[src/rtl/sleep_wdog_pkg.sv]
package sleep_wdog_pkg;

  // Clock source encoding of the select input
  typedef enum logic {
    SRC_XTAL = 1'b0,
    SRC_RC   = 1'b1
  } wd_src_e;

  localparam int unsigned NUM_SRC = 2;

  // Shift amount for a period code: base + step * code
  function automatic int unsigned wd_shift(input int unsigned base,
                                           input int unsigned step,
                                           input int unsigned code);
    return base + step * code;
  endfunction

endpackage

[src/rtl/sleep_wdog_entry.sv]
module sleep_wdog_entry (
  input  logic clk,
  input  logic por_n,
  input  logic sleep_i,
  output logic entry_o
);

  logic sleep_q;

  always_ff @(posedge clk or negedge por_n) begin
    if (!por_n) sleep_q <= 1'b0;
    else        sleep_q <= sleep_i;
  end

  assign entry_o = sleep_i & ~sleep_q;

  AST_ENTRY_ONE_SHOT: assert property (@(posedge clk) disable iff (!por_n)
    entry_o |=> !entry_o);

endmodule

[src/rtl/sleep_wdog_clkmux.sv]
module sleep_wdog_clkmux #(
  parameter int unsigned NSRC  = 2,
  parameter int unsigned SYNC  = 2,
  localparam int unsigned SW   = (NSRC > 1) ? $clog2(NSRC) : 1
) (
  input  logic            clk,
  input  logic            por_n,
  input  logic            active_i,
  input  logic [SW-1:0]   sel_i,
  input  logic [NSRC-1:0] tick_i,
  input  logic [NSRC-1:0] ready_i,
  input  logic [NSRC-1:0] keep_i,
  output logic [NSRC-1:0] req_o,
  output logic            tick_o,
  output logic            ready_o
);

  logic [NSRC-1:0] ready_s;

  for (genvar g = 0; g < NSRC; g++) begin : g_src
    logic [SYNC-1:0] shr;

    always_ff @(posedge clk or negedge por_n) begin
      if (!por_n) shr <= '0;
      else        shr <= {shr[SYNC-2:0], ready_i[g]};
    end

    assign ready_s[g] = shr[SYNC-1];
    assign req_o[g]   = (active_i && (sel_i == SW'(g))) || keep_i[g];
  end

  assign tick_o  = tick_i[sel_i];
  assign ready_o = ready_s[sel_i];

  AST_READY_NEEDS_SOURCE: assert property (@(posedge clk) disable iff (!por_n)
    (ready_o && $stable(sel_i) && !$past(ready_o)) |-> $past(ready_i[sel_i]));

endmodule

[src/rtl/sleep_wdog_counter.sv]
module sleep_wdog_counter
  import sleep_wdog_pkg::*;
#(
  parameter int unsigned SEL_W = 4,
  parameter int unsigned BASE  = 6,
  parameter int unsigned STEP  = 2,
  localparam int unsigned NCODE = 1 << SEL_W,
  localparam int unsigned CNT_W = BASE + STEP * (NCODE - 1) + 1
) (
  input  logic             clk,
  input  logic             por_n,
  input  logic             entry_i,
  input  logic             run_i,
  input  logic             tick_i,
  input  logic             ready_i,
  input  logic [SEL_W-1:0] sel_i,
  output logic             wake_o,
  output logic             flag_o
);

  logic [CNT_W-1:0] cnt_q;
  logic [CNT_W-1:0] cnt_nx;
  logic [CNT_W-1:0] term;
  logic             flag_q;
  logic             wake_q;
  logic             cnt_en;
  logic             hit;

  always_comb begin
    term = CNT_W'(1) << wd_shift(BASE, STEP, 32'(sel_i));
  end

  assign cnt_en = run_i && ready_i && tick_i && !flag_q && !entry_i;
  assign cnt_nx = cnt_q + CNT_W'(1);
  assign hit    = (cnt_nx == term);

  always_ff @(posedge clk or negedge por_n) begin
    if (!por_n) begin
      cnt_q  <= '0;
      flag_q <= 1'b0;
      wake_q <= 1'b0;
    end else if (entry_i) begin
      cnt_q  <= '0;
      flag_q <= 1'b0;
      wake_q <= 1'b0;
    end else if (!run_i) begin
      cnt_q  <= '0;
      wake_q <= 1'b0;
    end else if (cnt_en) begin
      cnt_q  <= cnt_nx;
      wake_q <= hit;
      if (hit) flag_q <= 1'b1;
    end else begin
      wake_q <= 1'b0;
    end
  end

  assign wake_o = wake_q;
  assign flag_o = flag_q;

  AST_WAKE_SINGLE: assert property (@(posedge clk) disable iff (!por_n)
    wake_q |=> !wake_q);
  AST_WAKE_SETS_FLAG: assert property (@(posedge clk) disable iff (!por_n)
    wake_q |-> flag_q);
  AST_FROZEN_AFTER_TIMEOUT: assert property (@(posedge clk) disable iff (!por_n)
    (flag_q && run_i && !entry_i) |=> $stable(cnt_q));
  AST_ENTRY_CLEARS: assert property (@(posedge clk) disable iff (!por_n)
    entry_i |=> (cnt_q == '0 && !flag_q));
  AST_IDLE_ZERO: assert property (@(posedge clk) disable iff (!por_n)
    !run_i |=> (cnt_q == '0));
  AST_NO_TICK_HOLD: assert property (@(posedge clk) disable iff (!por_n)
    (run_i && !entry_i && (!tick_i || !ready_i)) |=> $stable(cnt_q));
  AST_NO_OVERFLOW: assert property (@(posedge clk) disable iff (!por_n)
    cnt_q <= term);

endmodule

[src/rtl/sleep_wdog.sv]
module sleep_wdog
  import sleep_wdog_pkg::*;
#(
  parameter int unsigned SEL_W = 4,
  parameter int unsigned BASE  = 6,
  parameter int unsigned STEP  = 2,
  parameter int unsigned SYNC  = 2
) (
  input  logic             clk,
  input  logic             por_n,
  input  logic             wdt_en,
  input  logic [SEL_W-1:0] period_sel,
  input  logic             src_sel,
  input  logic             sleep_active,
  input  logic             sosc_tick,
  input  logic             lprc_tick,
  input  logic             sosc_ready,
  input  logic             lprc_ready,
  input  logic             sosc_keep,
  input  logic             lprc_keep,
  output logic             sosc_req,
  output logic             lprc_req,
  output logic             wake_pulse,
  output logic             timeout_flag
);

  logic               entry;
  logic               run;
  logic               tick_sel;
  logic               ready_sel;
  logic [NUM_SRC-1:0] req_v;

  assign run = wdt_en && sleep_active;

  sleep_wdog_entry u_entry (
    .clk     (clk),
    .por_n   (por_n),
    .sleep_i (sleep_active),
    .entry_o (entry)
  );

  sleep_wdog_clkmux #(
    .NSRC (NUM_SRC),
    .SYNC (SYNC)
  ) u_mux (
    .clk      (clk),
    .por_n    (por_n),
    .active_i (run),
    .sel_i    (src_sel),
    .tick_i   ({lprc_tick, sosc_tick}),
    .ready_i  ({lprc_ready, sosc_ready}),
    .keep_i   ({lprc_keep, sosc_keep}),
    .req_o    (req_v),
    .tick_o   (tick_sel),
    .ready_o  (ready_sel)
  );

  sleep_wdog_counter #(
    .SEL_W (SEL_W),
    .BASE  (BASE),
    .STEP  (STEP)
  ) u_cnt (
    .clk     (clk),
    .por_n   (por_n),
    .entry_i (entry),
    .run_i   (run),
    .tick_i  (tick_sel),
    .ready_i (ready_sel),
    .sel_i   (period_sel),
    .wake_o  (wake_pulse),
    .flag_o  (timeout_flag)
  );

  assign sosc_req = req_v[SRC_XTAL];
  assign lprc_req = req_v[SRC_RC];

  AST_DISABLED_NO_WAKE: assert property (@(posedge clk) disable iff (!por_n)
    (!wdt_en && !$past(wdt_en)) |-> !wake_pulse);
  AST_DISABLED_NO_REQ: assert property (@(posedge clk) disable iff (!por_n)
    (!wdt_en && !sosc_keep && !lprc_keep) |-> (!sosc_req && !lprc_req));
  AST_ASLEEP_REQUESTS: assert property (@(posedge clk) disable iff (!por_n)
    run |-> (src_sel ? lprc_req : sosc_req));

endmodule

[config.mk]
export PLATFORM = sky130hd
export DESIGN_NAME = sleep_wdog
export DESIGN_NICKNAME = d
export VERILOG_FILES = /design/src/rtl/sleep_wdog_pkg.sv /design/src/rtl/sleep_wdog_entry.sv /design/src/rtl/sleep_wdog_clkmux.sv /design/src/rtl/sleep_wdog_counter.sv /design/src/rtl/sleep_wdog.sv
export SDC_FILE = /design/constraint.sdc
export NUM_CORES = 1
export LEC_CHECK = 0
export BUFFER_PORTS_ARGS = -buffer_cell sky130_fd_sc_hd__buf_2
export CAP_MARGIN = 40
export CORE_ASPECT_RATIO = 0.6
export CORE_UTILIZATION = 45
export CTS_CLUSTER_SIZE = 16
export DETAILED_ROUTE_END_ITERATION = 12
export PLACE_DENSITY_LB_ADDON = 0.2
export SETUP_SLACK_MARGIN = 0.4
export SLEW_MARGIN = 20
export SYNTH_ARGS = -nofsm -noshare
export SYNTH_HDL_FRONTEND = slang
export SYNTH_SLANG_ARGS = --single-unit
[constraint.sdc]
create_clock -name clk -period 5 [get_ports clk]
set_clock_uncertainty 0.05 [all_clocks]
set_input_delay 0 -clock clk [delete_from_list [all_inputs] [get_ports clk]]
set_output_delay 0 -clock clk [all_outputs]
set_load 0.01 [all_outputs]
### Yosys cells after proc, flatten, opt, wreduce, memory -nomap -nowiden

Cells that the tools add are included.

* shift operators: 1
* $add $sub $neg: 2
* reduce and logical (&&, ||, !) cells: 15
* multiplexer cells: 14
* equality and inequality tests: 2
* bitwise gates (word level): 3
* order comparisons: 1

Operator list (number)
* $mux 37: 3
* $add 37x1->37 const B: 1
* $eq 37x37->1: 1
* $shl 1x32->37 const A: 1
* $mux 1: 11
* $logic_and 1x1->1: 7
* $add 3x5->6 const A: 1
* $reduce_bool 2->1: 3
* $ne 3x2->1 const B: 1
* $reduce_and 3->1: 1
* $logic_not 1->1: 2
* $logic_or 1x1->1: 2
* $lt 1x2->1 const B: 1
* $not 1->1: 2
* $and 1x1->1: 1

* bits in registers: 44

### Logic depth before layout (Yosys ltp)

Gate-level depths: netlist (run 1).

* depth in word-level cells: 9
* mapped depth: 9
* gate-level depth less buffers: 8

### By module

From an unflattened synthesis (run 1), not the netlist that was laid out.

* cells, all modules: 394
* area total of the unflattened synthesis: 3231.8 um^2

By module, submodules not included
* sleep_wdog_counter: instances 1, sequential area each 975.9 um^2, cells each 382, area an instance 3044.2 um^2
* sleep_wdog_clkmux: instances 1, sequential area each 100.1 um^2, cells each 9, area an instance 142.6 um^2
* sleep_wdog_entry: instances 1, sequential area each 25.0 um^2, cells each 2, area an instance 38.8 um^2
* sleep_wdog: instances 1, sequential area each 0.0 um^2, cells each 1, area an instance 6.3 um^2

### Worst setup path after synthesis (run 1)

Ideal clock, no wire load.

* kind: flip-flop to flip-flop
* start point: register u_cnt.cnt_q[0]
* end point: register u_cnt.flag_q (netlist: u_cnt.flag_o)
* cell stages (with the launch flop): 9
* data arrival time: 2.164 ns
* required time: 4.830 ns
* slack: 2.666 ns
* clock period less this slack: 2.334 ns
* cell sequence: dfrtp_1 > ha_1 > nand4_2 > nor4_4 > nand2_2 > or4_1 > nand4_1 > nor4_2 > a31o_1

* cells in the longest elaborated chain, start to end: 4

Ends and longest elaborated chain
* start, declared: RTL line sleep_wdog_counter.sv:21 `logic [CNT_W-1:0] cnt_q;`
* start signal, assigned: RTL line sleep_wdog_counter.sv:50 `cnt_q <= cnt_nx;`
* $add 37x1->37: RTL line sleep_wdog_counter.sv:34 `assign cnt_nx = cnt_q + CNT_W'(1);`
* $eq 37x37->1: RTL line sleep_wdog_counter.sv:35 `assign hit = (cnt_nx == term);`
* $reduce_bool 2->1 (no source line)
* $reduce_and 3->1 (no source line)
* end signal, assigned: RTL line sleep_wdog_counter.sv:40 `flag_q <= 1'b0;`
* end signal, assigned: RTL line sleep_wdog_counter.sv:44 `flag_q <= 1'b0;`
* end signal, assigned: RTL line sleep_wdog_counter.sv:52 `if (hit) flag_q <= 1'b1;`
* end, declared: RTL line sleep_wdog_counter.sv:24 `logic flag_q;`

Every way passes these cells.
A chain may end at the register's enable or synchronous reset.

### Final worst setup path (run 1)

* start point: register u_cnt.cnt_q[2]
* end point: register u_cnt.wake_q (netlist: u_cnt.wake_o)

* cells in the longest elaborated chain, start to end: 5

Ends and longest elaborated chain
* $add 37x1->37: RTL line sleep_wdog_counter.sv:34
* $eq 37x37->1: RTL line sleep_wdog_counter.sv:35
* $mux 1: RTL line sleep_wdog_counter.sv:49 `end else if (cnt_en) begin`
* $mux 1: RTL line sleep_wdog_counter.sv:46 `end else if (!run_i) begin`
* $mux 1: RTL line sleep_wdog_counter.sv:42 `end else if (entry_i) begin`
* end signal, assigned: RTL line sleep_wdog_counter.sv:51 `wake_q <= hit;`
* end, declared: RTL line sleep_wdog_counter.sv:25 `logic wake_q;`

Every way passes these cells.

==> results.yml, run 1 <==
yosys:
  cell_types_with_the_largest_area_share_after_synthesis: "sky130_fd_sc_hd__dfrtp_1 33%, sky130_fd_sc_hd__xnor2_1 8.0%, sky130_fd_sc_hd__xor2_1 6.0%, sky130_fd_sc_hd__nor2_1 4.9%, sky130_fd_sc_hd__nand4_1 3.9%"
  synth.lib_cells_used.distinct: 62
  postSynth.asyncResetShare: 1.00
  synthesis.nets: 409
  syn-instance-count: 393
  synth_largest_type_area_fraction: 0.325
  synthFlopType: "sky130_fd_sc_hd__dfrtp_1"
  postSynthRegisterBits: 44
  synth.avg_cell_area_um2: 8.61
  synth_sequential_area_ratio: 0.325
  synth.cell_area_um2: 3380
  synth_warnings: 0
  synth_top_area_cell: "sky130_fd_sc_hd__dfrtp_1"
  synth-edff-count: 0
flow_run:
  timing.max_cap.violations: 0
power_and_ir_drop:
  post-layout-total-power_mw: 0.804
  pwr-share-seq: 0.446
  share_clk_of_total_power: 0.483
  p_leak_nw: 1.32
  power.switching_fraction: 0.232
  internal_power_mw: 0.617
  p_sw_mw: 0.187
  power_per_cell_area_nw_per_um2: 219
  irDropWorstVdd_mv: 0.114
  share_of_total_power_in_combinational_logic: 0.070
placement:
  place.port_buffers: 18
  place_congestion: 0.930
  detailedPlacementHpwl_um: 6710
  pre_cts_ws_ps: 2270
  dpl_cell_area_um2: 3460
detailed_routing:
  post_drt_wl_per_cell_um: 18.3
  first_pass_iters: 5
  detail_route.drc_violations: 0
  viasPerCell: 6.02
  routed_wire_length_um: 9150
  remaining_antenna_violation_count_after_routing: 0
  via_count: 3014
  initialDrtViolationCount: 256
layout:
  drive_above_1_share: 0.131
  area_delta_synth_final_pct: 8.50
  n_diodes: 0
  mostFrequentLayoutCells: "44 x sky130_fd_sc_hd__nor2_1, 44 x sky130_fd_sc_hd__dfrtp_1, 34 x sky130_fd_sc_hd__nand2_1"
  fin_nets: 412
  design_area_um2: 3670
global_routing:
  global_route.peak_usage_layer: "met1"
  use_met1: 0.411
  grt_use_total: 0.250
  grt_antenna_before_repair: 0
  groute.layer.met2.usage: 0.304
  wire_length_of_the_first_global_routing_pass_um: 15100
  globalRoute.totalOverflow: 0
  grt_pass1_vias: 2824
  grt_max_degree: 39
  global_route.usage.met3: 0.0743
cts:
  clkSinkCount: 44
  post_cts_resize_count: 0
  cts-root-to-sink-buffers: 2
  tritoncts_buffers: 5
  clkTransAtPathRegs_ps: 70
  cts_tree: "yes"
  clk_latency_ps: 300
  htreeDepth: 2
  cts-root-buf: "sky130_fd_sc_hd__clkbuf_16"
setup_path:
  worst_path_largest_cell_delay_ps: 780
  cp_max_delay_cell: "sky130_fd_sc_hd__or4_1"
  critical_path_required_ps: 5180
  timing.critical_path.cells: "nand3_1, or4_1, nor4b_4, a31oi_1, a21oi_1, and4_1, and3_1"
  critPathLaunchType: "register"
  reg2regPathDepth: 7
  cp.arrival_ps: 3010
  worst-path-max-fanout: 11
  timing_worst_setup_path_type: "register to register"
  worst_r2r_src: "u_cnt.cnt_q[2]"
  worstReg2RegEnd: "u_cnt.wake_o"
  reg2reg_slack_ps: 2180
  cpLargestDelayFamily: "simple AND/OR/NAND/NOR gates"
  path_buf_inv: 0
  crit_path_end_kind: "register"
timing:
  timing.fmax_ghz: 0.354
  layout_worst_path_cycle_share: 0.564
  timing.final.max_slew_violations: 0
  hold_viol: 0
  layout_min_cycle_time_ps: 2820
  tightestPinTransition_ps: 719
  slew_headroom: 0.517
  final-setup-viol-count: 0
  fin_ws_ps: 2180
  final_setup_tns_ps: 0
  grt_setup_unrepaired: "no"
floorplan:
  die-width_um: 114
  core_region_area_um2: 7270
  std_cell_rows: 24
  io-pin-count: 19
  floorplan.initialDensity: 0.466
  fp.dieArea_um2: 7880
  dieHeight_um: 69.2
outcome:
  status: "complete, no violations"
worst_hold_path:
  hold_path_class: "input port to async pin"
[Yosys cell counts, types with 4 or more instances]
library cell / number
sky130_fd_sc_hd__dfrtp_1: 44
sky130_fd_sc_hd__nor2_1: 44
sky130_fd_sc_hd__nand2_1: 34
sky130_fd_sc_hd__xnor2_1: 31
sky130_fd_sc_hd__xor2_1: 23
sky130_fd_sc_hd__nand4_1: 21
sky130_fd_sc_hd__a21oi_1: 19
sky130_fd_sc_hd__nand3_1: 19
sky130_fd_sc_hd__or3_1: 11
sky130_fd_sc_hd__buf_2: 10
sky130_fd_sc_hd__o21ai_0: 10
sky130_fd_sc_hd__nor3_1: 9
sky130_fd_sc_hd__nor4_1: 9
sky130_fd_sc_hd__clkbuf_1: 8
sky130_fd_sc_hd__inv_1: 7
sky130_fd_sc_hd__buf_6: 6
sky130_fd_sc_hd__nor4b_1: 6
sky130_fd_sc_hd__and3_1: 5
sky130_fd_sc_hd__and4_1: 5
sky130_fd_sc_hd__nor4bb_1: 5
sky130_fd_sc_hd__nand4b_1: 4
sky130_fd_sc_hd__or4_1: 4
[through the flow]
stage / std cells / hold WS (ps) / utilization
after floorplan: 393 / -346 / -
after global routing: 501 / 203 / 0.505
final: 501 / 161 / 0.505
after CTS: 501 / 176 / 0.505
after detailed placement: 489 / -45.0 / 0.476
after global placement: 487 / 67.7 / 0.472
[power groups by stage]
stage | sequential (mW) | combinational, mW | clock [mW]
finish | 0.359 | 0.0565 | 0.389
global route | 0.359 | 0.0622 | 0.413
CTS | 0.359 | 0.0568 | 0.399
detailed placement | 0.366 | 0.0541 | 0
global placement | 0.366 | 0.0509 | 0
floorplan | 0.366 | 0.0280 | 0
[cells by family (layout without fill, tap and decap cells)]
kind of cell               after synthesis  after routing  synth area share
muxes                                    1              1           0.00296
and+or+nand+nor                        200            200             0.356
AOI/OAI and AO/OA                       56             56             0.108
DFF                                     44             44             0.325
xor gates and xnor gates                54             54             0.140
adders and majority gates                2              2           0.00665
buffers and inverters                   36             40            0.0606
[repair_timing]
action	CTS	global route
setup buffers	0	0
hold endpoints to repair	23	0
hold buffers	4	0
[cell type report]
type                            count  area, um^2
Clock inverter                      3        46.3
Timing Repair Buffer               25         165
Clock buffer                        5         125
Multi-Input combinational cell    313        2080
Sequential cell                    44        1100
Tap cell                          104         130
Inverter                            7        26.3
Fill cell                         709        3590
[per-layer routing]
layer	vias to the layer above	routed length (um)
met4	0	96
met3	13	929
met1	1434	4870
met2	134	3250
met5	-	0
li1	1433	-
[how the worst max path moves through the flow]
stage,from,endpoint,cells after the start
finish,u_cnt.cnt_q[2],u_cnt.wake_o,7
floorplan,u_cnt.cnt_q[0],u_cnt.flag_o,8
global route,u_cnt.cnt_q[2],u_cnt.wake_o,7
CTS,u_cnt.cnt_q[2],u_cnt.wake_o,7
global placement,u_cnt.cnt_q[2],u_cnt.wake_o,7
detailed placement,u_cnt.cnt_q[2],u_cnt.wake_o,7
[flip-flops by register name, indices dropped and copies added, names as in the netlist]
signal	count
u_mux.g_src.shr	4
u_cnt.wake_o	1
u_cnt.flag_o	1
u_cnt.cnt_q	37
u_entry.sleep_q	1
[worst register-to-register path, stage by stage (launching register included)]
cell and delay, ps:
sky130_fd_sc_hd__dfrtp_1 510, sky130_fd_sc_hd__nand3_1 340, sky130_fd_sc_hd__or4_1 780, sky130_fd_sc_hd__nor4b_4 310, sky130_fd_sc_hd__a31oi_1 140, sky130_fd_sc_hd__a21oi_1 190, sky130_fd_sc_hd__and4_1 280, sky130_fd_sc_hd__and3_1 160
Power figures use the tool's default switching activity.
==> run 2: changes to the inputs <==
Clock period 5 ns to 2.5 ns, I/O delays scaled along.
==> run 2 against run 1 <==
Effect of this change: the flow now finishes with violations (DRC); combinational power rose by 120%; total power up 90%; global-route usage grew 3.4 points; die area unchanged; core utilization increased by 8.1 points; critical path type unchanged; largest cell class unchanged.
==> results.yml, run 2 (synthesis gave the netlist of run 1 again) <==
outcome:
  status: "finished with violations"
  failed_checks: "DRC"
timing:
  timing.fmax_ghz: 0.432
  slew_headroom: 0.640
  timing.final.max_slew_violations: 0
  tightestPinTransition_ps: 532
  hold_viol: 0
  final-setup-viol-count: 0
  layout_min_cycle_time_ps: 2310
  layout_worst_path_cycle_share: 0.925
  final_setup_tns_ps: 0
  fin_ws_ps: 187
  grt_setup_unrepaired: "yes"
setup_path:
  worstReg2RegEnd: "u_cnt.wake_o"
  reg2reg_slack_ps: 190
  reg2regPathDepth: 8
  cp.arrival_ps: 2490
  critPathLaunchType: "register"
  critical_path_required_ps: 2680
  timing_worst_setup_path_type: "register to register"
  worst_r2r_src: "u_cnt.cnt_q[1]"
  crit_path_end_kind: "register"
  worst-path-max-fanout: 6
global_routing:
  grt_pass1_vias: 3251
  grt_use_total: 0.284
  globalRoute.totalOverflow: 0
  grt_antenna_before_repair: 0
  wire_length_of_the_first_global_routing_pass_um: 17100
  grt_max_degree: 38
power_and_ir_drop:
  power_per_cell_area_nw_per_um2: 358
  post-layout-total-power_mw: 1.53
  p_leak_nw: 1.60
  irDropWorstVdd_mv: 0.270
layout:
  area_delta_synth_final_pct: 25.9
  layout_commonest_cell: "sky130_fd_sc_hd__buf_4"
  n_diodes: 0
  largest_register: "u_cnt.cnt_q"
  fin_util: 0.586
  mostFrequentLayoutCells: "52 x sky130_fd_sc_hd__buf_4, 39 x sky130_fd_sc_hd__nor2_1, 31 x sky130_fd_sc_hd__xnor2_1"
  filler_cell_count: 655
  flip_flop_count_of_the_largest_register_all_copies_and_words_added: 37
  drive_above_1_share: 0.333
  fin_nets: 463
  largest_registers: "u_cnt.cnt_q x37, u_mux.g_src.shr x4"
floorplan:
  floorplan.initialDensity: 0.466
  io-pin-count: 19
  fp.dieArea_um2: 7880
  core_region_area_um2: 7270
  dieHeight_um: 69.2
  die-width_um: 114
  std_cell_rows: 24
cts:
  cts-root-buf: "sky130_fd_sc_hd__clkbuf_16"
  clk_latency_ps: 290
  htreeDepth: 2
  clkTransAtPathRegs_ps: 60
  tritoncts_buffers: 5
  clkSinkCount: 44
  cts-root-to-sink-buffers: 2
  cts_tree: "yes"
placement:
  place_congestion: 0.932
  place.port_buffers: 18
  detailedPlacementHpwl_um: 7410
  pre_cts_ws_ps: 33.5
worst_hold_path:
  hold_path_class: "input port to async pin"
detailed_routing:
  viasPerCell: 6.09
  routed_wire_length_um: 10700
  initialDrtViolationCount: 299
  via_count: 3361
  first_pass_iters: 11
  remaining_antenna_violation_count_after_routing: 0
  detail_route.drc_violations: 1
  post_drt_wl_per_cell_um: 19.3
flow_run:
  timing.max_cap.violations: 0
==> run 2: cell types whose count changed in the layout (fill, tap and decap cells not counted), sizes merged <==
cell / previous run / this run
buf: 21 / 72
clkinv: 0 / 2
bufinv: 1 / 0
clkbuf: 5 / 6
clkinvlp: 1 / 0
inv: 8 / 7
==> run 2: power by group <==
group          total [mW]  switching (mW)  internal [mW]  leakage, nW
clock network       0.685           0.290          0.394       0.0766
registers           0.718         0.00192          0.716        0.575
logic               0.124          0.0756         0.0485        0.953
total                1.53           0.368           1.16         1.60
==> run 2: layer usage <==
metal	share of wire	vias to the layer above	track usage
met1	0.48	1635	0.418
met5	0	-	0
met3	0.10	19	0.0997
met4	0.017	0	0.0996
met2	0.41	172	0.378
li1	-	1535	-
==> run 2: final cells by class <==
| class | count | area [um^2] | area share |
|---|---|---|---|
| flip-flops and latches | 44 | 1120 | 0.263 |
| multi-input cells | 313 | 2270 | 0.534 |
| inverters | 7 | 26.3 | 0.00617 |
| clock buffers | 6 | 139 | 0.0326 |
| well taps | 104 | 130 | 0.0305 |
| repair buffers | 76 | 559 | 0.131 |
| clock inverters | 2 | 10.0 | 0.00235 |
==> run 2: timing repair <==
action | CTS | global route
setup buffers | 16 | 9
pin swaps | 15 | 6
hold endpoints to repair | 24 | 0
hold buffers | 4 | 0
endpoints found under the setup margin | 12 | 24
gates resized for setup | 33 | 16
==> run 2: worst max-delay path by stage <==
stage	startpoint	end	slack (ps)	cells past startpoint
4_1_cts	u_cnt.cnt_q[15]	u_cnt.wake_o	250	7
2_1_floorplan	u_cnt.cnt_q[8]	u_cnt.wake_o	400	9
3_3_place_gp	u_cnt.cnt_q[7]	u_cnt.wake_o	150	7
3_5_place_dp	u_cnt.cnt_q[9]	u_cnt.wake_o	30	7
5_1_grt	u_cnt.cnt_q[1]	u_cnt.wake_o	90	8
6_report	u_cnt.cnt_q[1]	u_cnt.wake_o	190	8
==> run 2: worst max-delay path, stage by stage, from the launching register on <==
cell,delay [ps]
sky130_fd_sc_hd__dfrtp_1,390
sky130_fd_sc_hd__buf_4,140
sky130_fd_sc_hd__nand3_2,110
sky130_fd_sc_hd__or4_4,580
sky130_fd_sc_hd__nor4b_4,280
sky130_fd_sc_hd__a31oi_1,130
sky130_fd_sc_hd__a21oi_1,150
sky130_fd_sc_hd__and4_4,250
sky130_fd_sc_hd__and3_1,170
==> run 2: metrics by stage <==
step           std cells  cell area (um^2)  hold WS [ps]
5_1_grt              552              4260           232
3_5_place_dp         515              3710         -38.9
4_1_cts              543              4120           188
3_3_place_gp         514              3680          58.5
2_1_floorplan        393              3430          -346
6_report             552              4260           171
==> run 3: changes to the inputs <==
==> constraint.sdc (replaced) <==
create_clock -name clk -period 2.5 [get_ports clk]
set_clock_uncertainty 0.05 [all_clocks]
set_input_delay 0.125 -clock clk [delete_from_list [all_inputs] [get_ports clk]]
set_output_delay 0.125 -clock clk [all_outputs]
set_load 0.01 [all_outputs]
==> run 3 against run 2 <==
Effect of this change: the run now ends clean; non-clock buffer count increased by 11; worst setup slack improved by 38 ps; final cell count increased by 2.0%; hold slack improved by 73 ps.
==> results.yml, run 3 (synthesis gave the netlist of run 1 again) <==
global_routing:
  wire_length_of_the_first_global_routing_pass_um: 16900
  global_route.usage.met3: 0.101
  grt_max_degree: 38
  globalRoute.totalOverflow: 0
  grt_use_total: 0.279
  global_route.peak_usage_layer: "met1"
  grt_pass1_vias: 3178
  use_met1: 0.432
  groute.layer.met2.usage: 0.358
  grt_antenna_before_repair: 0
timing:
  layout_worst_path_cycle_share: 0.910
  timing.fmax_ghz: 0.440
  tightestPinTransition_ps: 542
  timing.final.max_slew_violations: 0
  grt_setup_unrepaired: "yes"
  hold_viol: 0
  final_setup_tns_ps: 0
  final-setup-viol-count: 0
  final.hold.worst_slack_ps: 244
  layout_min_cycle_time_ps: 2270
  slew_headroom: 0.633
setup_path:
  path_buf_inv: 2
  critical_path_required_ps: 2690
  cpLargestDelayFamily: "simple AND/OR/NAND/NOR gates"
  critPathLaunchType: "register"
  crit_path_end_kind: "register"
  timing_worst_setup_path_type: "register to register"
  cp_max_delay_cell: "sky130_fd_sc_hd__dfrtp_1"
  worst-path-max-fanout: 8
  cp.arrival_ps: 2460
  worst_path_largest_cell_delay_ps: 400
  timing.critical_path.cells: "buf_6, nand3_2, nor4_4, buf_4, nand2_2, and4bb_1, o211ai_2, nor4_2, and3_1"
power_and_ir_drop:
  p_leak_nw: 1.65
  irDropWorstVdd_mv: 0.251
  power_per_cell_area_nw_per_um2: 353
floorplan:
  dieHeight_um: 69.2
  floorplan.initialDensity: 0.466
  core_region_area_um2: 7270
  io-pin-count: 19
  fp.dieArea_um2: 7880
  std_cell_rows: 24
  die-width_um: 114
placement:
  place.port_buffers: 18
  place_congestion: 0.923
  detailedPlacementHpwl_um: 7270
cts:
  cts-root-buf: "sky130_fd_sc_hd__clkbuf_16"
  cts_tree: "yes"
  tritoncts_buffers: 5
  clkSinkCount: 44
  htreeDepth: 2
  clk_latency_ps: 300
  cts-root-to-sink-buffers: 2
  clkTransAtPathRegs_ps: 70
layout:
  n_diodes: 0
  drive_above_1_share: 0.357
  mostFrequentLayoutCells: "62 x sky130_fd_sc_hd__buf_4, 39 x sky130_fd_sc_hd__nor2_1, 31 x sky130_fd_sc_hd__nand2_1, 31 x sky130_fd_sc_hd__xnor2_1, 26 x sky130_fd_sc_hd__dfrtp_1"
  flip_flop_count_of_the_largest_register_all_copies_and_words_added: 37
  fin_nets: 474
  layout_commonest_cell: "sky130_fd_sc_hd__buf_4"
  filler_cell_count: 639
  area_delta_synth_final_pct: 28.4
  largest_registers: "u_cnt.cnt_q x37, u_mux.g_src.shr x4"
  largest_register: "u_cnt.cnt_q"
flow_run:
  timing.max_cap.violations: 0
detailed_routing:
  viasPerCell: 6.00
  first_pass_iters: 5
  post_drt_wl_per_cell_um: 18.7
  detail_route.drc_violations: 0
  via_count: 3380
  routed_wire_length_um: 10500
  remaining_antenna_violation_count_after_routing: 0
  initialDrtViolationCount: 279
worst_hold_path:
  hold_path_class: "input port to async pin"
outcome:
  status: "complete, no violations"
==> run 3: repair_timing <==
| action | 4_1_cts | 5_1_grt |
|---|---|---|
| setup endpoints to repair | 14 | 22 |
| setup buffers | 29 | 5 |
| resized for setup | 31 | 19 |
| hold buffers | 4 | 0 |
| endpoints found under the hold margin | 34 | 0 |
| pin swaps | 11 | 10 |
==> run 3: per-stage QoR <==
step | std cells | worst slack [ps] | util | cell area (um^2) | total power [mW]
5_1_grt | 563 | 84.9 | 0.598 | 4340 | 1.59
2_1_floorplan | 393 | 403 | - | 3430 | 0.787
3_3_place_gp | 516 | 126 | 0.508 | 3690 | 0.841
4_1_cts | 557 | 296 | 0.578 | 4200 | 1.53
3_5_place_dp | 516 | 106 | 0.508 | 3690 | 0.842
6_report | 563 | 225 | 0.598 | 4340 | 1.53
==> run 3: final cells by class <==
cell class | count | area (um^2) | area share
Multi-Input combinational cell | 313 | 2270 | 0.522
Sequential cell | 44 | 1120 | 0.259
Timing Repair Buffer | 87 | 646 | 0.149
Clock buffer | 6 | 139 | 0.0320
Tap cell | 104 | 130 | 0.0300
Inverter | 7 | 26.3 | 0.00605
Clock inverter | 2 | 10.0 | 0.00230
==> run 3: power by group <==
group	switching, mW	total, mW	leakage, nW	internal (mW)
combinational	0.0757	0.126	1.00	0.0501
clock	0.294	0.689	0.0766	0.395
sequential	0.00183	0.718	0.573	0.716
==> run 3: final timing paths <==
path                                             from               endpoint  slack (ps)  depth (start not counted)
worst max-delay path                   u_cnt.cnt_q[2]           u_cnt.wake_o         230                          9
worst min-delay path                            por_n        u_cnt.cnt_q[32]         240                          2
worst max register to register         u_cnt.cnt_q[2]           u_cnt.wake_o         230                          9
worst min register to register  u_mux.g_src[1].shr[0]  u_mux.g_src[1].shr[1]         300                          0
max in group asynchronous                       por_n         u_cnt.cnt_q[6]        1530                          4
min in group clk                u_mux.g_src[1].shr[0]  u_mux.g_src[1].shr[1]         300                          0
==> run 3: layer usage <==
layer	part of all wire	wire length (um)
met1	0.49	5140
met2	0.39	4060
met3	0.11	1200
met4	0.012	125
met5	0	0
